$ cat src/rtl/cache2w_pkg.sv
package cache2w_pkg;
  typedef enum logic [2:0] {
    ST_IDLE,
    ST_LOOK,
    ST_EVICT,
    ST_FILL,
    ST_WTHRU
  } cc_state_e;
endpackage

$ cat src/rtl/cache2w_tagcmp.sv
module cache2w_tagcmp #(
  parameter int TAG_W = 7,
  parameter int WAYS  = 2
) (
  input  logic [WAYS-1:0]       way_vld,
  input  logic [WAYS*TAG_W-1:0] way_tag,
  input  logic [TAG_W-1:0]      req_tag,
  output logic [WAYS-1:0]       hit_vec
);
  for (genvar g = 0; g < WAYS; g++) begin : g_cmp
    assign hit_vec[g] = way_vld[g] && (way_tag[g*TAG_W +: TAG_W] == req_tag);
  end
endmodule

$ cat src/rtl/cache2w_victim.sv
module cache2w_victim (
  input  logic [1:0] way_vld,
  input  logic       lru_bit,
  output logic       victim
);
  always_comb begin
    if (!way_vld[0])      victim = 1'b0;
    else if (!way_vld[1]) victim = 1'b1;
    else                  victim = lru_bit;
  end
endmodule

$ cat src/rtl/cache2w_ctrl.sv
module cache2w_ctrl
  import cache2w_pkg::*;
#(
  parameter int ADDR_W     = 8,
  parameter int DATA_W     = 32,
  parameter int SETS       = 2,
  parameter bit WRITE_BACK = 1'b1
) (
  input  logic              clk,
  input  logic              rst,
  input  logic              cpu_req,
  input  logic              cpu_we,
  input  logic [ADDR_W-1:0] cpu_addr,
  input  logic [DATA_W-1:0] cpu_wdata,
  output logic [DATA_W-1:0] cpu_rdata,
  output logic              cpu_hit,
  output logic              cpu_done,
  output logic              mem_req,
  output logic              mem_we,
  output logic [ADDR_W-1:0] mem_addr,
  output logic [DATA_W-1:0] mem_wdata,
  input  logic              mem_ack,
  input  logic [DATA_W-1:0] mem_rdata
);
  localparam int WAYS  = 2;
  localparam int IDX_W = $clog2(SETS);
  localparam int TAG_W = ADDR_W - IDX_W;

  cc_state_e         state_q;
  logic [ADDR_W-1:0] q_addr;
  logic              q_we;
  logic [DATA_W-1:0] q_wdata;
  logic              q_way;
  logic              q_hit;

  logic [SETS-1:0]   vld_q [WAYS];
  logic [SETS-1:0]   drt_q [WAYS];
  logic [SETS-1:0]   lru_q;
  logic [TAG_W-1:0]  tag_mem  [WAYS][SETS];
  logic [DATA_W-1:0] data_mem [WAYS][SETS];

  logic [IDX_W-1:0]     idx;
  logic [TAG_W-1:0]     req_tag;
  logic [WAYS-1:0]      set_vld;
  logic [WAYS*TAG_W-1:0] set_tag;
  logic [WAYS-1:0]      hit_vec;
  logic                 any_hit;
  logic                 hit_way;
  logic                 victim;

  assign idx     = q_addr[IDX_W-1:0];
  assign req_tag = q_addr[ADDR_W-1:IDX_W];

  for (genvar w = 0; w < WAYS; w++) begin : g_rd
    assign set_vld[w]                 = vld_q[w][idx];
    assign set_tag[w*TAG_W +: TAG_W] = tag_mem[w][idx];
  end

  cache2w_tagcmp #(.TAG_W(TAG_W), .WAYS(WAYS)) u_cmp (
    .way_vld (set_vld),
    .way_tag (set_tag),
    .req_tag (req_tag),
    .hit_vec (hit_vec)
  );

  cache2w_victim u_vic (
    .way_vld (set_vld),
    .lru_bit (lru_q[idx]),
    .victim  (victim)
  );

  assign any_hit = |hit_vec;
  assign hit_way = hit_vec[1];

  // Array write port
  logic              arr_we;
  logic              tag_we;
  logic              arr_way;
  logic [DATA_W-1:0] arr_data;

  always_comb begin
    arr_we   = 1'b0;
    tag_we   = 1'b0;
    arr_way  = hit_way;
    arr_data = q_wdata;
    if (state_q == ST_LOOK && any_hit && q_we) begin
      arr_we = 1'b1;
    end else if (state_q == ST_FILL && mem_ack) begin
      arr_we   = 1'b1;
      tag_we   = 1'b1;
      arr_way  = q_way;
      arr_data = q_we ? q_wdata : mem_rdata;
    end
  end

  always_ff @(posedge clk) begin
    if (arr_we) data_mem[arr_way][idx] <= arr_data;
    if (tag_we) tag_mem[arr_way][idx]  <= req_tag;
  end

  // Status bits
  always_ff @(posedge clk) begin
    if (rst) begin
      for (int w = 0; w < WAYS; w++) begin
        vld_q[w] <= '0;
        drt_q[w] <= '0;
      end
      lru_q <= '0;
    end else if (state_q == ST_LOOK && any_hit) begin
      lru_q[idx] <= ~hit_way;
      if (q_we && WRITE_BACK) drt_q[hit_way][idx] <= 1'b1;
    end else if (state_q == ST_FILL && mem_ack) begin
      vld_q[q_way][idx] <= 1'b1;
      drt_q[q_way][idx] <= WRITE_BACK && q_we;
      lru_q[idx]        <= ~q_way;
    end
  end

  // Control
  always_ff @(posedge clk) begin
    if (rst) begin
      state_q   <= ST_IDLE;
      q_addr    <= '0;
      q_we      <= 1'b0;
      q_wdata   <= '0;
      q_way     <= 1'b0;
      q_hit     <= 1'b0;
      cpu_rdata <= '0;
      cpu_hit   <= 1'b0;
      cpu_done  <= 1'b0;
      mem_req   <= 1'b0;
      mem_we    <= 1'b0;
      mem_addr  <= '0;
      mem_wdata <= '0;
    end else begin
      cpu_done <= 1'b0;
      unique case (state_q)
        ST_IDLE: if (cpu_req) begin
          q_addr  <= cpu_addr;
          q_we    <= cpu_we;
          q_wdata <= cpu_wdata;
          state_q <= ST_LOOK;
        end
        ST_LOOK: if (any_hit) begin
          if (!q_we) begin
            cpu_rdata <= data_mem[hit_way][idx];
            cpu_hit   <= 1'b1;
            cpu_done  <= 1'b1;
            state_q   <= ST_IDLE;
          end else if (WRITE_BACK) begin
            cpu_rdata <= q_wdata;
            cpu_hit   <= 1'b1;
            cpu_done  <= 1'b1;
            state_q   <= ST_IDLE;
          end else begin
            q_hit     <= 1'b1;
            mem_req   <= 1'b1;
            mem_we    <= 1'b1;
            mem_addr  <= q_addr;
            mem_wdata <= q_wdata;
            state_q   <= ST_WTHRU;
          end
        end else begin
          q_way <= victim;
          if (WRITE_BACK && vld_q[victim][idx] && drt_q[victim][idx]) begin
            mem_req   <= 1'b1;
            mem_we    <= 1'b1;
            mem_addr  <= {tag_mem[victim][idx], idx};
            mem_wdata <= data_mem[victim][idx];
            state_q   <= ST_EVICT;
          end else begin
            mem_req  <= 1'b1;
            mem_we   <= 1'b0;
            mem_addr <= q_addr;
            state_q  <= ST_FILL;
          end
        end
        ST_EVICT: if (mem_ack) begin
          mem_we   <= 1'b0;
          mem_addr <= q_addr;
          state_q  <= ST_FILL;
        end
        ST_FILL: if (mem_ack) begin
          if (q_we && !WRITE_BACK) begin
            q_hit     <= 1'b0;
            mem_we    <= 1'b1;
            mem_addr  <= q_addr;
            mem_wdata <= q_wdata;
            state_q   <= ST_WTHRU;
          end else begin
            mem_req   <= 1'b0;
            cpu_rdata <= q_we ? q_wdata : mem_rdata;
            cpu_hit   <= 1'b0;
            cpu_done  <= 1'b1;
            state_q   <= ST_IDLE;
          end
        end
        ST_WTHRU: if (mem_ack) begin
          mem_req   <= 1'b0;
          mem_we    <= 1'b0;
          cpu_rdata <= q_wdata;
          cpu_hit   <= q_hit;
          cpu_done  <= 1'b1;
          state_q   <= ST_IDLE;
        end
        default: state_q <= ST_IDLE;
      endcase
    end
  end
endmodule

$ cat config.mk
export PLATFORM = sky130hd
export DESIGN_NAME = cache2w_ctrl
export DESIGN_NICKNAME = d
export VERILOG_FILES = /design/src/rtl/cache2w_pkg.sv /design/src/rtl/cache2w_tagcmp.sv /design/src/rtl/cache2w_victim.sv /design/src/rtl/cache2w_ctrl.sv
export SDC_FILE = /design/constraint.sdc
export NUM_CORES = 1
export LEC_CHECK = 0
export BUFFER_PORTS_ARGS = -buffer_cell sky130_fd_sc_hd__buf_2
export CELL_PAD_IN_SITES_DETAIL_PLACEMENT = 1
export CELL_PAD_IN_SITES_GLOBAL_PLACEMENT = 1
export CORE_MARGIN = 2
export CORE_UTILIZATION = 44
export CTS_BUF_LIST = sky130_fd_sc_hd__clkbuf_2
export DETAILED_ROUTE_END_ITERATION = 7
export PLACE_DENSITY = 0.85
export REMOVE_ABC_BUFFERS = 1
export SYNTH_ARGS = -nofsm -noshare
export SYNTH_HDL_FRONTEND = slang
export SYNTH_SLANG_ARGS = --single-unit
$ cat constraint.sdc
create_clock -name clk -period 4.65 [get_ports clk]
set_input_delay 0.93 -clock clk [delete_from_list [all_inputs] [get_ports clk]]
set_output_delay 0.93 -clock clk [all_outputs]
set_load 0.01 [all_outputs]
==> results of run 1 <==
through the flow:
stage	instances	instance area, um2
6_report	1822	15700
5_1_grt	1822	15700
4_1_cts	1821	15700
3_5_place_dp	1687	15000
3_3_place_gp	1687	15000
2_1_floorplan	1104	13400
registers in the layout, summed over array words and instances (netlist names):
signal	flops
q_way	1
mem_wdata	32
tag_mem	28
drt_q	4
q_wdata	32
lru_q	2
mem_req	1
data_mem	128
cpu_hit	1
state_q	2
cpu_done	1
cpu_rdata	32
vld_q	4
mem_addr	8
mem_we	1
q_we	1
q_addr	8
logic make-up (layout without fill, tap and decap cells):
kind of cell | after synthesis | after routing
simple gates | 292 | 292
flops | 286 | 286
mux | 252 | 252
compound gates | 233 | 233
buf+inv | 121 | 345
xor+xnor | 17 | 17
other cells | 0 | 1
cell usage in the layout (no fill, tap or decap), drive strengths merged, types with 10 or more instances in the layout:
| cell | Yosys | routed |
|---|---|---|
| buf | 33 | 187 |
| mux2i | 180 | 180 |
| edfxtp | 160 | 160 |
| nand2 | 157 | 157 |
| dfxtp | 126 | 126 |
| clkbuf | 64 | 114 |
| a21oi | 94 | 94 |
| nor2 | 63 | 63 |
| mux4 | 39 | 39 |
| nand3 | 38 | 38 |
| o21ai | 37 | 37 |
| mux2 | 33 | 33 |
| a211o | 32 | 32 |
| inv | 23 | 25 |
| o22ai | 22 | 22 |
| a22oi | 20 | 20 |
| clkinv | 1 | 15 |
| nor3 | 13 | 13 |
| xnor2 | 10 | 10 |
power groups by stage:
stage / logic, mW / clock network, mW / registers [mW]
floorplan: 0.454 / 0 / 2.96
global placement: 0.754 / 0 / 2.93
detailed placement: 0.795 / 0 / 2.94
CTS: 0.800 / 1.97 / 2.88
global route: 0.865 / 2.10 / 2.90
finish: 0.807 / 1.93 / 2.88
area by class of cell:
type                            instances  share of cell area [%]
Multi-Input combinational cell        794                    38.3
Clock inverter                         20                    1.17
Tap cell                              396                    3.15
Timing Repair Buffer                  187                    6.59
Sequential cell                       286                    46.6
Antenna cell                            1                  0.0159
Clock buffer                          114                    3.62
Inverter                               24                   0.572
worst max-delay path by stage:
stage / start / to / cells after the start / slack [ps]
floorplan: q_addr[0] / data_mem[0][32] / 6 / -5140
global placement: q_addr[0] / data_mem[1][13] / 7 / 1090
detailed placement: q_addr[0] / data_mem[1][13] / 7 / 980
CTS: q_addr[0] / data_mem[1][29] / 7 / 920
global route: q_addr[0] / data_mem[1][14] / 7 / 670
finish: q_addr[0] / data_mem[1][29] / 7 / 950
worst register-to-register path, cell delays in order, from the launching register on:
cell and delay [ps]:
dfxtp_4 610, mux2i_1 280, xnor2_1 110, nor4_1 750, a22oi_1 320, a2bb2oi_1 340, nor2_4 680, buf_4 320
per-layer routing:
metal	vias to the layer above	wire, um	share of wire, %
met3	100	3160	7.3
met4	0	1350	3.1
met1	5398	17000	40
met5	-	0	0
li1	4835	-	-
met2	480	21500	50
==> results.json, run 1 <==
{
  "status": "completed",
  "cpMaxStageDelayCell": "nor4_1",
  "place.gp.congestion": 0.802,
  "synth_area_um2": 13800,
  "p_per_area_nw_per_um2": 357,
  "p_leak_nw": 5.79,
  "yosys.area.top_type": "edfxtp_1",
  "clock_power_share_pct": 34.4,
  "die_area_um2": 32700,
  "combPwrFrac_pct": 14.4,
  "drive_above_1_share_pct": 27.4,
  "numPortBuffers": 152,
  "rr_endpoint": "data_mem[1][29]",
  "ys_types": 53,
  "clk_latency_ps": 870,
  "dp_hpwl_um": 28000,
  "grt_use_total_pct": 26.2,
  "ioPinCount": 153,
  "antenna_found_initial": 1,
  "tightest_slew_ps": 1140,
  "critPathRequiredTime_ps": 5190,
  "ir_worst_vdd_uv": 152,
  "yosys_warnings": 0,
  "synth-xor-area-share_pct": 1.08,
  "seq_power_share_pct": 51.3,
  "multi_input_area_um2": 6040,
  "start_util_pct": 44.8,
  "p_int_mw": 3.94,
  "muxShareOfSynthArea_pct": 22.1,
  "cts_tree": "built",
  "core_area_um2": 30700,
  "routedWlPerCell_um": 23.6,
  "die_h_um": 181,
  "regArea_um2": 7330,
  "rr_startpoint": "q_addr[0]",
  "met2_usage_pct": 45.4,
  "hold_violations": 0,
  "grtUsageMet3_pct": 5.99,
  "cpPeakStageDelay_ps": 750,
  "grt_setup_unrepaired": "no",
  "drt_drc_violations_left": 0,
  "synth_enable_flop_cells": 160,
  "final_nets": 1442,
  "critPathArrivalTime_ps": 4240,
  "place_ws_ps": 980,
  "cts_buffers": 72,
  "drt_wl_total_um": 43000,
  "synth_top_family_by_area": "multiplexers",
  "power.switching_mw": 1.68,
  "swShare_pct": 29.9,
  "whs_path_depth": 3,
  "fin_util_pct": 51.2,
  "critPathCaptureType": "flip-flop",
  "overflow": 0,
  "vias": 10813,
  "fin_setup_tns_ps": 0,
  "whs_ps": 288,
  "maxSlewHeadroom_pct": 23.7,
  "ys.flop_type": "edfxtp_1",
  "post-cts-setup-buffers": 0,
  "fillers": 3421,
  "drtIter0Drc": 759,
  "grt_pass1_wl_um": 66100,
  "yosys_register_bits": 286,
  "hp-start": "cpu_wdata[25]",
  "synth.most_common_cell": "mux2i_1",
  "ctsHoldBuffers": 0,
  "async_flop_share_pct": 0,
  "rows": 64,
  "period_needed_ps": 3700,
  "synthAdderAreaFrac_pct": 0,
  "crit_family": "simple AND/OR/NAND/NOR gates",
  "slew_violations": 0,
  "startpoint_type": "flip-flop",
  "crit_chain": "mux2i_1, xnor2_1, nor4_1, a22oi_1, a2bb2oi_1, nor2_4, buf_4",
  "r2r_slack_ps": 950,
  "antenna_left": 0,
  "crit_fanout": 25,
  "htree_levels": 3,
  "area_growth_pct": 14.3,
  "layout_setup_ws_ps": 951,
  "cp_num_buf_inv": 1,
  "die_w_um": 181,
  "finClkSkew_ps": 81.6,
  "cts.sinks": 286,
  "yosysSeqAreaShare_pct": 53.2,
  "fmax_mhz": 270,
  "synth.area.top_cells": "edfxtp_1, dfxtp_1, mux2i_1",
  "cap_violations": 0,
  "gr-usage-met1_pct": 31.4,
  "cts_resized": 0,
  "synth-compound-area-share_pct": 10.8,
  "synth_top_area_share_pct": 34.9,
  "min_to": "q_wdata[25]",
  "viasPerCell": 5.93,
  "grt_pass1_vias": 11529,
  "power_mw": 5.62,
  "syn_avg_cell_area_um2": 11.5,
  "setup_violations": 0,
  "yosys.area_share.simple_pct": 9.04,
  "dr.pass1.iters": 5,
  "clk_path_buf_depth": 3,
  "min_period_over_period_pct": 79.5,
  "min-delay-path-class": "in -> reg",
  "r2r_cells": 7,
  "synth_cells": 1201,
  "top_usage_layer": "met2",
  "grt_max_degree": 64,
  "ys_top_cells_by_count": "mux2i_1, edfxtp_1, nand2_1",
  "cts_root_buffer": "clkbuf_2",
  "clkTransAtPathRegs_ps": 100,
  "path_class": "reg -> reg"
}
Note: power is estimated with default switching activity, not from simulation.
==> inputs of run 2 (changes only) <==
--- a/config.mk
+++ b/config.mk
@@ -5,14 +5,15 @@
 export SDC_FILE = /design/constraint.sdc
 export NUM_CORES = 1
 export LEC_CHECK = 0
+export ABC_AREA = 1
 export BUFFER_PORTS_ARGS = -buffer_cell sky130_fd_sc_hd__buf_2
 export CELL_PAD_IN_SITES_DETAIL_PLACEMENT = 1
 export CELL_PAD_IN_SITES_GLOBAL_PLACEMENT = 1
 export CORE_MARGIN = 2
-export CORE_UTILIZATION = 44
+export CORE_UTILIZATION = 41
 export CTS_BUF_LIST = sky130_fd_sc_hd__clkbuf_2
 export DETAILED_ROUTE_END_ITERATION = 7
-export PLACE_DENSITY = 0.85
+export PLACE_DENSITY = 0.86
 export REMOVE_ABC_BUFFERS = 1
 export SYNTH_ARGS = -nofsm -noshare
 export SYNTH_HDL_FRONTEND = slang
==> constraint.sdc (replaced) <==
create_clock -name clk -period 3.03 [get_ports clk]
set_input_delay 0.606 -clock clk [delete_from_list [all_inputs] [get_ports clk]]
set_output_delay 0.606 -clock clk [all_outputs]
set_load 0.01 [all_outputs]
==> results.json, run 2 <==
{
  "die_area_um2": 35000,
  "yosys_register_bits": 286,
  "final_design_area_no_fill_um2": 16100,
  "async_flop_share_pct": 0,
  "clkTransAtPathRegs_ps": 120,
  "setup_violations": 0,
  "synth.most_common_cell": "nand2_1",
  "synth_cells": 1745,
  "grt_setup_unrepaired": "no",
  "whs_path_depth": 3,
  "crit_path_frequent_cell": "nand2_1",
  "place_ws_ps": 281,
  "rr_endpoint": "data_mem[1][42]",
  "cp_num_buf_inv": 2,
  "antenna_found_initial": 1,
  "cts_tree": "built",
  "synth_area_um2": 13700,
  "clk_path_buf_depth": 3,
  "p_leak_nw": 7.26,
  "cpMaxStageDelayCell": "dfxtp_4",
  "largest_reg_flops": 128,
  "drtIter0Drc": 1117,
  "path_class": "reg -> reg",
  "tightest_slew_ps": 715,
  "mostFrequentLayoutCells": "nand2_1, nor2_1, nand3_1",
  "rr_startpoint": "q_addr[0]",
  "ys.flop_type": "edfxtp_1",
  "cpPeakStageDelay_ps": 430,
  "top_register": "data_mem",
  "drive_above_1_share_pct": 17.8,
  "antenna_left": 0,
  "yosys.area.top_type": "edfxtp_1",
  "r2r_cells": 14,
  "grt_max_degree": 62,
  "vias": 13217,
  "grt_pass1_vias": 14151,
  "fillers": 4180,
  "die_h_um": 187,
  "power.switching_mw": 3.07,
  "swShare_pct": 33.6,
  "area_growth_pct": 17.1,
  "combPwrFrac_pct": 19.3,
  "fin_util_pct": 48.3,
  "ioPinCount": 153,
  "cts.sinks": 286,
  "rows": 67,
  "overflow": 0,
  "syn_avg_cell_area_um2": 7.86,
  "dp_hpwl_um": 30100,
  "status": "completed",
  "synth_enable_flop_cells": 160,
  "final_common_cell": "nand2_1",
  "hp-start": "cpu_wdata[15]",
  "maxSlewHeadroom_pct": 52.0,
  "hold_violations": 0,
  "startpoint_type": "flip-flop",
  "htree_levels": 3,
  "drt_drc_violations_left": 0,
  "synth_top_area_share_pct": 35.0,
  "ir_worst_vdd_uv": 244,
  "period_needed_ps": 2810,
  "min_to": "q_wdata[15]",
  "clock_power_share_pct": 31.4,
  "crit_family": "simple AND/OR/NAND/NOR gates",
  "yosys_warnings": 0,
  "drt_wl_total_um": 47500,
  "viasPerCell": 5.37,
  "yosysSeqAreaShare_pct": 53.4,
  "min-delay-path-class": "in -> reg",
  "p_per_area_nw_per_um2": 568,
  "final_nets": 2026,
  "cts_root_buffer": "clkbuf_2",
  "routedWlPerCell_um": 19.3,
  "ys_top_cells_by_count": "nand2_1, nor2_1, nand3_1",
  "critPathRequiredTime_ps": 3560,
  "critPathCaptureType": "flip-flop",
  "start_util_pct": 41.2,
  "core_area_um2": 33300,
  "cts_buffers": 77,
  "clk_latency_ps": 930,
  "ys_types": 31,
  "dr.pass1.iters": 5,
  "fmax_mhz": 356,
  "critPathArrivalTime_ps": 3350,
  "grt_pass1_wl_um": 75100,
  "layout_setup_ws_ps": 217,
  "numPortBuffers": 152,
  "die_w_um": 187,
  "synth.area.top_cells": "edfxtp_1, dfxtp_1, nand2_1",
  "crit_fanout": 22,
  "seq_power_share_pct": 49.3,
  "place_area_um2": 15000,
  "finClkSkew_ps": 84.6,
  "cap_violations": 0,
  "slew_violations": 0,
  "grt_use_total_pct": 27.0,
  "crit_chain": "inv_4, nand2_1, nand2_1, nand2_1, nand2_1, nand3_1, nor2_1, nand2_1, nand2_4, nand3_1, nand2_1, nand2_1, nor2_4, buf_4",
  "r2r_slack_ps": 220,
  "place.gp.congestion": 0.895,
  "p_int_mw": 6.06,
  "min_period_over_period_pct": 92.8
}
run 2: cell types whose count changed in the layout (fill, tap and decap cells not counted), sizes merged, moves of 93 or more:
cell	change
o21ai	+117
inv	+93
mux2i	-180
nand2	+248
nor2	+236
nand3	+191
run 2: cell families after synthesis:
group | synth area share, %
compound gates | 10.7
simple gates | 28.7
flops | 53.4
buf+inv | 7.22
run 2: final cells by class:
cell class              count  area [um2]  area share [%]
flip-flops and latches    286        7330            45.6
multi-input cells        1226        5460            34.0
repair buffers            238        1550            9.63
clock buffers             128         641            3.98
well taps                 448         561            3.49
inverters                 120         454            2.82
clock inverters            13        78.8           0.490
diodes                      1        2.50          0.0156
run 2: stage by stage:
step,TNS (ps),hold slack (ps),std cells,total power [mW]
after CTS,0,22.2,2458,9.16
after global routing,0,17.2,2460,9.60
after global placement,0,458,2280,6.19
after floorplan,-740290,429,1632,5.55
final,0,44.8,2460,9.13
after detailed placement,0,468,2280,6.28
run 2: per-layer routing:
layer,global-route usage [%],share of wire [%]
met4,11.7,3.1
met1,33.0,42
met2,46.7,49
met3,4.97,6.3
met5,0,0
run 2: power by group through the flow:
stage               Combinational (mW)  Clock, mW  Sequential [mW]
floorplan                        0.963          0             4.59
global placement                  1.61          0             4.57
detailed placement                1.69          0             4.59
CTS                               1.73       2.93             4.50
global route                      1.96       3.12             4.52
finish                            1.77       2.86             4.50
run 2: how the worst max path moves through the flow:
stage	from	end	cells after the start
final	q_addr[0]	data_mem[1][42]	14
after global routing	q_addr[0]	data_mem[0][60]	14
after CTS	q_addr[0]	data_mem[0][25]	13
after detailed placement	q_addr[0]	data_mem[0][20]	13
after global placement	q_addr[0]	data_mem[1][1]	13
after floorplan	q_addr[0]	data_mem[0][0]	12
run 2: worst min-delay path, delay by kind of cell:
family | cells | cell delay (ps)
simple gates | 1 | 120
buf+inv | 1 | 70
compound gates | 1 | 90
run 2: repair_timing:
item | in CTS | in global routing
hold buffers | 37 | 0
endpoints found under the setup margin | 0 | 35
hold endpoints to repair | 37 | 0
setup buffers | 0 | 1
resized for setup | 0 | 2
